File: src/rtl/sram_ctrl_pkg.sv
package sram_ctrl_pkg;

    localparam int LANES  = 2;
    localparam int LANE_W = 8;
    localparam int DATA_W = LANES * LANE_W;

    typedef enum logic [2:0] {
        ST_IDLE  = 3'd0,
        ST_WRITE = 3'd1,
        ST_WHOLD = 3'd2,
        ST_READ  = 3'd3,
        ST_TURN  = 3'd4
    } seq_state_e;

    typedef struct packed {
        logic             cs1_n;
        logic             cs2;
        logic             we_n;
        logic             oe_n;
        logic [LANES-1:0] lane_n;
        logic             dq_oe;
    } pin_set_t;

    localparam pin_set_t PINS_IDLE = '{cs1_n: 1'b1, cs2: 1'b0, we_n: 1'b1,
                                       oe_n: 1'b1, lane_n: '1, dq_oe: 1'b0};

    // Round a nanosecond figure up to whole clock periods; zero stays zero.
    function automatic int ns_to_cyc(input int t_ns, input int clk_ns);
        if (t_ns <= 0) return 0;
        return (t_ns + clk_ns - 1) / clk_ns;
    endfunction

    function automatic int max3(input int a, input int b, input int c);
        int m;
        m = (a > b) ? a : b;
        return (m > c) ? m : c;
    endfunction

endpackage

File: src/rtl/sram_phase_timer.sv
module sram_phase_timer #(
    parameter int CNT_W = 3
) (
    input  logic             clk,
    input  logic             rst,
    input  logic             load,
    input  logic [CNT_W-1:0] load_val,
    output logic             done
);
    logic [CNT_W-1:0] cnt_q;

    always_ff @(posedge clk) begin
        if (rst)               cnt_q <= '0;
        else if (load)         cnt_q <= load_val;
        else if (cnt_q != '0)  cnt_q <= cnt_q - 1'b1;
    end

    assign done = (cnt_q == '0);
endmodule

File: src/rtl/sram_seq.sv
module sram_seq import sram_ctrl_pkg::*; #(
    parameter int CNT_W  = 3,
    parameter int WR_CYC = 1,
    parameter int RD_CYC = 1,
    parameter int HZ_CYC = 0
) (
    input  logic             clk,
    input  logic             rst,
    input  logic             req_valid,
    input  logic             req_we,
    input  logic             done,
    output logic             load,
    output logic [CNT_W-1:0] load_val,
    output logic             capture,
    output seq_state_e       state_q,
    output seq_state_e       state_n
);
    always_comb begin
        state_n  = state_q;
        load     = 1'b0;
        load_val = '0;
        capture  = 1'b0;
        case (state_q)
            ST_IDLE: if (req_valid) begin
                load = 1'b1;
                if (req_we) begin
                    state_n  = ST_WRITE;
                    load_val = CNT_W'(WR_CYC - 1);
                end else begin
                    state_n  = ST_READ;
                    load_val = CNT_W'(RD_CYC - 1);
                end
            end
            ST_WRITE: if (done) state_n = ST_WHOLD;
            ST_WHOLD: state_n = ST_IDLE;
            ST_READ: if (done) begin
                capture = 1'b1;
                if (HZ_CYC > 0) begin
                    state_n  = ST_TURN;
                    load     = 1'b1;
                    load_val = CNT_W'((HZ_CYC > 0) ? HZ_CYC - 1 : 0);
                end else begin
                    state_n = ST_IDLE;
                end
            end
            ST_TURN: if (done) state_n = ST_IDLE;
            default: state_n = ST_IDLE;
        endcase
    end

    always_ff @(posedge clk) begin
        if (rst) state_q <= ST_IDLE;
        else     state_q <= state_n;
    end
endmodule

File: src/rtl/sram_lane_map.sv
module sram_lane_map import sram_ctrl_pkg::*; (
    input  logic             en,
    input  logic [LANES-1:0] be,
    output logic [LANES-1:0] lane_n
);
    for (genvar i = 0; i < LANES; i++) begin : g_lane
        assign lane_n[i] = ~(en & be[i]);
    end
endmodule

File: src/rtl/sram_ctrl.sv
module sram_ctrl import sram_ctrl_pkg::*; #(
    parameter int ADDR_W  = 18,
    parameter int CLK_NS  = 10,
    parameter int T_RC_NS = 45,
    parameter int T_WP_NS = 35,
    parameter int T_DW_NS = 25,
    parameter int T_OE_NS = 30,
    parameter int T_HZ_NS = 15
) (
    input  logic              clk,
    input  logic              rst,
    input  logic              req_valid,
    output logic              req_ready,
    input  logic [ADDR_W-1:0] req_addr,
    input  logic              req_we,
    input  logic [15:0]       req_wdata,
    input  logic [1:0]        req_be,
    output logic              rsp_valid,
    output logic [15:0]       rsp_rdata,
    output logic [ADDR_W-1:0] mem_addr,
    output logic              mem_cs1_n,
    output logic              mem_cs2,
    output logic              mem_we_n,
    output logic              mem_oe_n,
    output logic              mem_lb_n,
    output logic              mem_ub_n,
    output logic [15:0]       mem_dq_out,
    output logic              mem_dq_oe,
    input  logic [15:0]       mem_dq_in
);
    localparam int RC_CYC = ns_to_cyc(T_RC_NS, CLK_NS);
    localparam int WP_CYC = ns_to_cyc(T_WP_NS, CLK_NS);
    localparam int DW_CYC = ns_to_cyc(T_DW_NS, CLK_NS);
    localparam int OE_CYC = ns_to_cyc(T_OE_NS, CLK_NS);
    localparam int HZ_CYC = ns_to_cyc(T_HZ_NS, CLK_NS);
    localparam int WR_CYC = max3(RC_CYC, WP_CYC, (DW_CYC > 0) ? DW_CYC : 1);
    localparam int RD_CYC = max3(RC_CYC, OE_CYC, 1);
    localparam int MAXC   = max3(WR_CYC, RD_CYC, HZ_CYC);
    localparam int CNT_W  = $clog2(MAXC + 1);

    seq_state_e       state_q, state_n;
    logic             ld, done, capture, accept;
    logic [CNT_W-1:0] ld_val;
    logic [LANES-1:0] be_q, be_sel, lane_n_nxt;
    pin_set_t         pins_q, pins_n;
    logic             rvalid_q;
    logic [DATA_W-1:0] rdata_q, wdata_q;
    logic [ADDR_W-1:0] addr_q;

    assign req_ready = (state_q == ST_IDLE);
    assign accept    = req_valid && req_ready;

    sram_seq #(
        .CNT_W (CNT_W),
        .WR_CYC(WR_CYC),
        .RD_CYC(RD_CYC),
        .HZ_CYC(HZ_CYC)
    ) u_seq (
        .clk      (clk),
        .rst      (rst),
        .req_valid(req_valid),
        .req_we   (req_we),
        .done     (done),
        .load     (ld),
        .load_val (ld_val),
        .capture  (capture),
        .state_q  (state_q),
        .state_n  (state_n)
    );

    sram_phase_timer #(.CNT_W(CNT_W)) u_timer (
        .clk     (clk),
        .rst     (rst),
        .load    (ld),
        .load_val(ld_val),
        .done    (done)
    );

    assign be_sel = accept ? req_be : be_q;

    sram_lane_map u_lanes (
        .en    (1'b1),
        .be    (be_sel),
        .lane_n(lane_n_nxt)
    );

    // Pins are decoded from the next state and registered, so no strobe glitches.
    always_comb begin
        pins_n = PINS_IDLE;
        case (state_n)
            ST_WRITE: begin
                pins_n.cs1_n  = 1'b0;
                pins_n.cs2    = 1'b1;
                pins_n.we_n   = 1'b0;
                pins_n.lane_n = lane_n_nxt;
                pins_n.dq_oe  = 1'b1;
            end
            ST_WHOLD: pins_n.dq_oe = 1'b1;
            ST_READ: begin
                pins_n.cs1_n  = 1'b0;
                pins_n.cs2    = 1'b1;
                pins_n.oe_n   = 1'b0;
                pins_n.lane_n = lane_n_nxt;
            end
            default: pins_n = PINS_IDLE;
        endcase
    end

    always_ff @(posedge clk) begin
        if (rst) begin
            pins_q   <= PINS_IDLE;
            be_q     <= '0;
            addr_q   <= '0;
            wdata_q  <= '0;
            rdata_q  <= '0;
            rvalid_q <= 1'b0;
        end else begin
            pins_q   <= pins_n;
            rvalid_q <= capture;
            if (capture) rdata_q <= mem_dq_in;
            if (accept) begin
                be_q    <= req_be;
                addr_q  <= req_addr;
                wdata_q <= req_wdata;
            end
        end
    end

    assign mem_addr   = addr_q;
    assign mem_dq_out = wdata_q;
    assign mem_cs1_n  = pins_q.cs1_n;
    assign mem_cs2    = pins_q.cs2;
    assign mem_we_n   = pins_q.we_n;
    assign mem_oe_n   = pins_q.oe_n;
    assign mem_lb_n   = pins_q.lane_n[0];
    assign mem_ub_n   = pins_q.lane_n[1];
    assign mem_dq_oe  = pins_q.dq_oe;
    assign rsp_valid  = rvalid_q;
    assign rsp_rdata  = rdata_q;
endmodule

File: config.mk
export PLATFORM = sky130hd
export DESIGN_NAME = sram_ctrl
export DESIGN_NICKNAME = d
export VERILOG_FILES = /design/src/rtl/sram_ctrl_pkg.sv /design/src/rtl/sram_phase_timer.sv /design/src/rtl/sram_seq.sv /design/src/rtl/sram_lane_map.sv /design/src/rtl/sram_ctrl.sv
export SDC_FILE = /design/constraint.sdc
export NUM_CORES = 1
export LEC_CHECK = 0
export CAP_MARGIN = 15
export CORE_ASPECT_RATIO = 1.2
export CORE_UTILIZATION = 40
export CTS_CLUSTER_SIZE = 24
export DETAILED_ROUTE_END_ITERATION = 8
export GPL_ROUTABILITY_DRIVEN = 0
export PLACE_DENSITY = 0.85
export SLEW_MARGIN = 40
export SYNTH_ARGS = -nofsm -noshare
export SYNTH_HDL_FRONTEND = slang
export SYNTH_SLANG_ARGS = --single-unit
File: constraint.sdc
create_clock -name clk -period 3.04 [get_ports clk]
set_input_delay 0.456 -clock clk [delete_from_list [all_inputs] [get_ports clk]]
set_output_delay 0.456 -clock clk [all_outputs]
set_load 0.05 [all_outputs]
# [Yosys cells after proc, flatten, opt, wreduce, memory -nomap -nowiden]
# Index checks and enable logic that the tools add are counted.
[totals] output_inout_bits=59 elab_cells=51 inputBits=56 ff_bits=66
[classes] bitwise_logic=3 eq_ne=6 add_sub_neg=1 n_reduce_logical=8 muxes=20
[ops] operator="$mux 3" n=7
[ops] operator="$pmux 3 s4" n=1
[ops] operator="$eq 3x2->1 const B" n=3
[ops] operator="$mux 1" n=7
[ops] operator="$eq 3x1->1 const B" n=2
[ops] operator="$logic_not 3->1" n=2
[ops] operator="$mux 2" n=3
[ops] operator="$pmux 3 s2" n=1
[ops] operator="$reduce_or 2->1" n=3
[ops] operator="$eq 3x3->1 const B" n=1
[ops] operator="$not 1->1" n=3
[ops] operator="$reduce_bool 3->1" n=1
[ops] operator="$sub 3x1->3 const B" n=1
[ops] operator="$pmux 1 s2" n=1
[ops] operator="$reduce_bool 2->1" n=1
[ops] operator="$logic_and 1x1->1" n=1

# [Longest topological paths before layout]
# Gate-level depths: netlist (run 1).
[logic_depth] word_depth=7 ltp_mapped=8

# [Modules after synthesis]
# Synthesis (run 1) repeated with hierarchy kept, for this count alone.
[unflattened] cells_unflattened=277 area_unflattened_um2=2866.5
[by_module_without_submodules] mod="sram_ctrl" cells_each=230 area_each_um2=2448.6 n_inst=1
[by_module_without_submodules] mod="sram_phase_timer" cells_each=22 area_each_um2=206.4 n_inst=1
[by_module_without_submodules] mod="sram_seq" cells_each=23 area_each_um2=203.9 n_inst=1
[by_module_without_submodules] mod="sram_lane_map" cells_each=2 area_each_um2=7.5 n_inst=1

# [Worst setup path after synthesis (run 1)]
# No wires, ideal clock.
[synth_path] kind="register to output" startpoint="register u_seq.state_q[0]" endpoint="output req_ready" t_required_ns=2.584 path_stages_with_launch=3 path_slack_ns=1.087 arrival_time_ns=1.497 path_cell_list="dfxtp_1 -> buf_6 -> nor3_1"
[synth_between] elab_chain_len=1
[synth_lines] element="start: declaration" line="sram_seq.sv:15" source="output seq_state_e state_q,"
[synth_lines] element="start signal: assignment" line="sram_seq.sv:53" source="else state_q <= state_n;"
[synth_lines] element="$logic_not 3->1" line="sram_ctrl.sv:50" source="assign req_ready = (state_q == ST_IDLE);"
[synth_lines] element="end: declaration" line="sram_ctrl.sv:13" source="output logic req_ready,"
# Every way passes these cells.

# [Worst setup path after layout (run 1)]
# Same ends and word-level chain as after synthesis.

==> results of run 1 <==
## logic make-up (layout without fill, tap and decap cells)
group / Yosys count / count (layout) / synth area share
xor+xnor: 2 / 2 / 0.007421
fa+ha+maj: 2 / 2 / 0.01060
mux: 1 / 1 / 0.004769
compound gates: 60 / 60 / 0.1346
simple gates: 128 / 128 / 0.2289
buf+inv: 26 / 139 / 0.05405
flops: 66 / 66 / 0.5596
## critical path: stages, from the launching register on
cell and delay [ns]:
dfxtp_1 0.40, nor3_1 0.20, clkdlybuf4s50_1 0.85
## power groups by stage
| stage | clock network (mW) | registers (mW) | logic (mW) |
|---|---|---|---|
| floorplan | 0 | 1.36 | 0.423 |
| CTS | 0.759 | 1.05 | 1.01 |
| finish | 0.740 | 1.05 | 1.00 |
| global route | 0.803 | 1.07 | 1.08 |
| detailed placement | 0 | 1.07 | 1.01 |
| global placement | 0 | 1.07 | 0.990 |
## metal layers
| metal | up-vias | routed length [um] |
|---|---|---|
| met1 | 976 | 2166 |
| met5 | - | 0 |
| met3 | 11 | 388 |
| met2 | 73 | 2855 |
| li1 | 1132 | - |
| met4 | 0 | 114 |
## sequential cells by signal, summed over array words and instances, names as in the netlist, 2 cells and up
| signal | flops |
|---|---|
| mem_addr | 18 |
| u_timer.cnt_q | 3 |
| be_q | 2 |
| mem_dq_out | 16 |
| u_seq.state_q | 3 |
| rsp_rdata | 16 |
## worst paths after layout
kind | to
max | req_ready
min reg2reg | rsp_rdata[5]
min | rsp_rdata[5]
max reg2reg | rsp_rdata[15]
## synth_stat cells (all sizes together)
cell type,count
nand2,109
dfxtp,66
a21oi,56
clkbuf,11
buf,9
inv,6
nor2,6
nor3,4
ha,2
nand3b,2
nor2b,2
xnor2,2
a31oi,1
mux2,1
nand2b,1
nand4,1
nor3b,1
nor4b,1
o211a,1
o22a,1
o22ai,1
or4b,1
## area by class of cell
class / count / area [um2] / area share
tap: 80 / 100.1 / 0.02686
clock inverter: 2 / 35.03 / 0.009402
sequential: 66 / 1321 / 0.3546
inverter: 6 / 22.52 / 0.006044
multi-input combinational: 193 / 912.1 / 0.2448
clock buffer: 13 / 168.9 / 0.04533
timing repair buffer: 118 / 1166 / 0.3130
## per-stage QoR
step	area [um2]	setup WS (ns)	power, mW
2_1_floorplan	2361	1.087	1.781
3_3_place_gp	3522	0.7595	2.059
3_5_place_dp	3522	0.7293	2.079
4_1_cts	3726	0.7809	2.823
5_1_grt	3726	0.5552	2.953
6_report	3726	0.7945	2.797
==> tab_implementation.tex, run 1 <==
\begin{tabular}{lr}
\hline
Metric & Value \\
\hline
\multicolumn{2}{l}{\textbf{Timing}} \\
Final-report hold violation count & 0 \\
RSZ-0062 raised after global routing & no \\
Post-route clock period utilization & 0.7387 \\
Endpoints failing setup & 0 \\
Number of slew-limit violations in the final report & 0 \\
Hold slack & 0.4525 ns \\
Peak Freq & approximately 450 MHz \\
Transition time at the pin with the least slew margin & $\sim$0.73 ns \\
Post-layout minimum cycle time & 2.246 ns \\
Post-Route Skew & 0.004437 ns \\
Headroom to the max-slew limit & 0.5087 \\
Final setup TNS & 0 ns \\
\multicolumn{2}{l}{\textbf{Floorplanning}} \\
Die Ht & 86.16 um \\
Number of placed I/O pins & 115 \\
Core box area & 5668 um2 \\
Starting Density & 0.4166 \\
Horizontal extent of the die & slightly above 70 um \\
Area of the die & roughly 6200 um2 \\
Standard-cell rows & 30 \\
\multicolumn{2}{l}{\textbf{Global routing}} \\
Global routing's busiest layer & met2 \\
Total congestion overflow & 0 \\
Routing usage on met1 & 0.1917 \\
Vias in the first global route & 2048 \\
Total Routing Usage GR & 0.1859 \\
First-pass GRT wire length & 8.914 mm \\
Number of antenna violations at the first check in global routing & 0 \\
Largest net degree at the start of global routing & 37 \\
Global-route met3 utilization & 0.06933 \\
Met2 track demand over resource & 0.3305 \\
\multicolumn{2}{l}{\textbf{Worst setup path}} \\
Arrival @ worst endpoint & 1.79 ns \\
Data required time at the worst endpoint & 2.58 ns \\
Reg-to-reg startpoint & u\_timer.cnt\_q[1] \\
CP Launch Point & u\_seq.state\_q[0] \\
Startpoint class of the critical path & flip-flop \\
Kind of end point of the critical path & output port \\
Maximum fanout along the worst path & 9 \\
R2R setup slack & 0.84 ns \\
Number of cells traversed by the worst register-to-register path & 6 \\
Crit Path Category & flip-flop to output port \\
\multicolumn{2}{l}{\textbf{Synthesis}} \\
Number of warnings printed during yosys synthesis & 0 \\
Synthesized netlist net count & between 300 and 400 \\
Unique cell type count in the Yosys netlist & 24 \\
Post-synthesis sequential element count & 66 \\
Mapped cell area & 2361 um2 \\
Post-synthesis sequential area ratio & 0.5596 \\
Top-area cell type share of the netlist area & 0.5596 \\
Top area cells in the synthesized netlist & dfxtp\_1 (56\%), nand2\_1 (17\%), a21oi\_1 (12\%) \\
Largest area contributor in the synthesized netlist & dfxtp\_1 \\
Synth Area per Inst & roughly 8.3 um2 \\
Post-Syn Instances & 285 \\
\multicolumn{2}{l}{\textbf{Routing}} \\
DRC violations left & 0 \\
Number of detailed-routing iterations run before antenna repair & 4 \\
Via count of the routed design & 2192 \\
Final wirelength & 5.525 mm \\
Antenna-violating nets left & 0 \\
Drt first-iter violations & 104 \\
Drt wl/cell & approximately 12 um \\
Per-cell via count in the routed design & 4.586 \\
\multicolumn{2}{l}{\textbf{Cells and area}} \\
Fraction of final layout cells with drive strength greater than 1 & 0.06030 \\
Synthesis-to-layout area growth & 57.82\% \\
Share of the core filled with cells & 0.6574 \\
Layout net count & 452 \\
Final instance count without filler cells & 478 \\
Highest-count cells in the layout ignoring fill and taps & clkdlybuf4s50\_1 (113), nand2\_1 (109), dfxtp\_1 (66) \\
Most common cell after layout, fill and taps aside & clkdlybuf4s50\_1 \\
Number of fill cells & 477 \\
Number of antenna repair diodes & 0 \\
\multicolumn{2}{l}{\textbf{Place}} \\
\# placed instances & 463 \\
Number of port buffers & 114 \\
Detailed placement HPWL & between 3 and 4 mm \\
\multicolumn{2}{l}{\textbf{Power}} \\
Leak pwr & 1.375 nW \\
Maximum vdd ir drop & 0.4791 mV \\
Sequential share of power & 0.377 \\
Clock Power Share & 0.265 \\
Reported net switching power & 1.000 mW \\
Proportion of total power due to net switching & 0.3576 \\
Proportion of power drawn by combinational gates & 0.359 \\
P per Cell Area & 750.5 nW/um2 \\
Internal Pwr Total & 1.797 mW \\
\multicolumn{2}{l}{\textbf{CTS}} \\
CTS H-tree lvls & 3 \\
Clk Latency, worst-skew pair & 0.33 ns \\
Clock buffer depth & 2 \\
Setup Fix Bufs, Post-CTS & 0 \\
Post-CTS Hold Buffers & 0 \\
TritonCTS sink count & 66 \\
Clock tree from TritonCTS & built \\
CTS-repair resized insts & 0 \\
Clock transition at path regs & 0.07 ns \\
Total CTS buffers & 9 \\
Cell at the root of the clock tree & clkbuf\_8 \\
\multicolumn{2}{l}{\textbf{Job}} \\
Max-capacitance violation count & 0 \\
\multicolumn{2}{l}{\textbf{Status}} \\
Status & finished clean \\
\multicolumn{2}{l}{\textbf{Min path}} \\
Worst Hold Class & flip-flop to flip-flop \\
Hold Startpoint & rsp\_rdata[5] \\
Hold Path Cell Cnt & 2 \\
\hline
\end{tabular}
No activity file was read; power rests on OpenSTA's default activity.
==> run 2, diff against run 1 <==
--- a/config.mk
+++ b/config.mk
@@ -7,11 +7,11 @@
 export LEC_CHECK = 0
 export CAP_MARGIN = 15
 export CORE_ASPECT_RATIO = 1.2
-export CORE_UTILIZATION = 40
+export CORE_UTILIZATION = 36
 export CTS_CLUSTER_SIZE = 24
 export DETAILED_ROUTE_END_ITERATION = 8
 export GPL_ROUTABILITY_DRIVEN = 0
-export PLACE_DENSITY = 0.85
+export PLACE_DENSITY = 0.81
 export SLEW_MARGIN = 40
 export SYNTH_ARGS = -nofsm -noshare
 export SYNTH_HDL_FRONTEND = slang
==> constraint.sdc (replaced) <==
create_clock -name clk -period 2 [get_ports clk]
set_input_delay 0.3 -clock clk [delete_from_list [all_inputs] [get_ports clk]]
set_output_delay 0.3 -clock clk [all_outputs]
set_load 0.05 [all_outputs]
==> tab_implementation.tex, run 2 (synthesis results as in run 1) <==
\begin{tabular}{lr}
\hline
Metric & Value \\
\hline
\multicolumn{2}{l}{\textbf{Status}} \\
Status & finished clean \\
\multicolumn{2}{l}{\textbf{Global routing}} \\
First-pass GRT wire length & between 9 and 10 mm \\
Met2 track demand over resource & 0.3121 \\
Number of antenna violations at the first check in global routing & 0 \\
Vias in the first global route & 2055 \\
Total congestion overflow & 0 \\
Total Routing Usage GR & 0.1707 \\
Global-route met3 utilization & 0.04141 \\
Global routing's busiest layer & met2 \\
Routing usage on met1 & 0.1788 \\
Largest net degree at the start of global routing & 40 \\
\multicolumn{2}{l}{\textbf{Timing}} \\
Final setup TNS & 0 ns \\
Endpoints failing setup & 0 \\
Transition time at the pin with the least slew margin & 0.5236 ns \\
RSZ-0062 raised after global routing & no \\
Post-route clock period utilization & 0.8974 \\
Post-Route Skew & 0.008992 ns \\
Headroom to the max-slew limit & 0.6499 \\
Peak Freq & 557.2 MHz \\
Number of slew-limit violations in the final report & 0 \\
Post-layout minimum cycle time & 1.795 ns \\
Final-report hold violation count & 0 \\
\multicolumn{2}{l}{\textbf{Routing}} \\
Drt first-iter violations & 59 \\
Via count of the routed design & 2244 \\
DRC violations left & 0 \\
Antenna-violating nets left & 0 \\
Per-cell via count in the routed design & approximately 4.6 \\
Number of detailed-routing iterations run before antenna repair & 4 \\
Final wirelength & 5.707 mm \\
Drt wl/cell & 11.69 um \\
\multicolumn{2}{l}{\textbf{Worst setup path}} \\
Top Family by Delay on Critical Path & buffers and inverters \\
Kind of end point of the critical path & output port \\
Arrival @ worst endpoint & 1.49 ns \\
Crit Path Category & flip-flop to output port \\
Worst path buffer plus inverter count & 1 \\
R2R setup slack & 0.36 ns \\
Data required time at the worst endpoint & 1.70 ns \\
Slowest cell on crit path & clkdlybuf4s50\_1 \\
List of cells traversed by the critical path & clkdlybuf4s50\_1 \\
Maximum fanout along the worst path & 2 \\
Slowest cell delay on critical path & a little over 0.8 ns \\
Startpoint class of the critical path & flip-flop \\
\multicolumn{2}{l}{\textbf{Power}} \\
Proportion of total power due to net switching & 0.3673 \\
Maximum vdd ir drop & 0.6081 mV \\
Proportion of power drawn by combinational gates & 0.372 \\
Clock Power Share & 0.260 \\
Reported net switching power & 1.578 mW \\
Sequential share of power & 0.368 \\
Internal Pwr Total & 2.718 mW \\
Leak pwr & 1.407 nW \\
P per Cell Area & between 1000 and 1500 nW/um2 \\
\multicolumn{2}{l}{\textbf{CTS}} \\
Clk Latency, worst-skew pair & $\sim$0.34 ns \\
Clock buffer depth & 2 \\
Clock transition at path regs & 0.08 ns \\
Post-CTS Hold Buffers & 0 \\
Total CTS buffers & 9 \\
CTS H-tree lvls & 3 \\
Clock tree from TritonCTS & built \\
Cell at the root of the clock tree & clkbuf\_8 \\
TritonCTS sink count & 66 \\
\multicolumn{2}{l}{\textbf{Cells and area}} \\
Area used by multi-input combinational logic & 912.1 um2 \\
Total area of sequential cells & 1321 um2 \\
Number of flip-flops in the largest register & 18 \\
Fraction of final layout cells with drive strength greater than 1 & 0.08374 \\
Most common cell after layout, fill and taps aside & clkdlybuf4s50\_1 \\
Final instance count without filler cells & 488 \\
Number of antenna repair diodes & 0 \\
Highest-count cells in the layout ignoring fill and taps & clkdlybuf4s50\_1 (112), nand2\_1 (109), dfxtp\_1 (66) \\
Number of fill cells & 556 \\
Synthesis-to-layout area growth & 59.99\% \\
Layout net count & 459 \\
\multicolumn{2}{l}{\textbf{Floorplanning}} \\
Horizontal extent of the die & approximately 76 um \\
Starting Density & 0.3828 \\
Die Ht & between 90 and 100 um \\
Number of placed I/O pins & 115 \\
Core box area & just over 6000 um2 \\
Area of the die & roughly 7000 um2 \\
Standard-cell rows & 31 \\
\multicolumn{2}{l}{\textbf{Place}} \\
Number of port buffers & about 110 \\
Detailed placement HPWL & 4.116 mm \\
\# placed instances & 471 \\
\multicolumn{2}{l}{\textbf{Min path}} \\
Worst Hold Class & primary input to flip-flop \\
\multicolumn{2}{l}{\textbf{Job}} \\
Max-capacitance violation count & 0 \\
\hline
\end{tabular}
==> run 2: layout make-up <==
| type | count | area share |
|---|---|---|
| Timing Repair Buffer | 125 | 0.3220 |
| Tap cell | 82 | 0.02716 |
| Multi-Input combinational cell | 193 | 0.2415 |
| Sequential cell | 66 | 0.3498 |
| Clock inverter | 6 | 0.01722 |
| Inverter | 6 | 0.005962 |
| Clock buffer | 10 | 0.03644 |
==> run 2: repair_timing <==
action                     4_1_cts  5_1_grt
setup buffers                    0        1
setup endpoints to repair        0       16
gates resized for setup          0        0
==> run 2: final timing paths <==
path                    startpoint               end  cells past startpoint
hold reg to reg     mem_dq_out[10]    mem_dq_out[10]                      2
setup reg to reg  u_seq.state_q[2]  u_seq.state_q[1]                      4
setup / recovery       mem_addr[7]       mem_addr[7]                      1
hold / removal                 rst         rsp_valid                      2
==> run 2: power by group through the flow <==
stage	sequential [mW]	combinational, mW	clock, mW
floorplan	2.06	0.643	0
global placement	1.61	1.59	0
detailed placement	1.61	1.61	0
CTS	1.58	1.62	1.16
global route	1.60	1.71	1.22
finish	1.58	1.60	1.12
==> run 2: through the flow <==
step	hold slack, ns	cell area, um2	power [mW]	util	setup WS [ns]
floorplan	0.4360	2361	2.707	-	0.2026
global placement	0.4405	3567	3.193	0.5784	0.05434
detailed placement	0.4465	3567	3.218	0.5784	0.01215
CTS	0.3743	3770	4.353	0.6113	0.07987
global route	0.3957	3777	4.528	0.6125	0.1553
finish	0.3882	3777	4.296	0.6125	0.2052
==> run 2: metal layers <==
metal	part of all wire	vias up
met3	0.054	9
met1	0.41	1016
met5	0	-
li1	-	1147
met4	0.019	0
met2	0.52	72
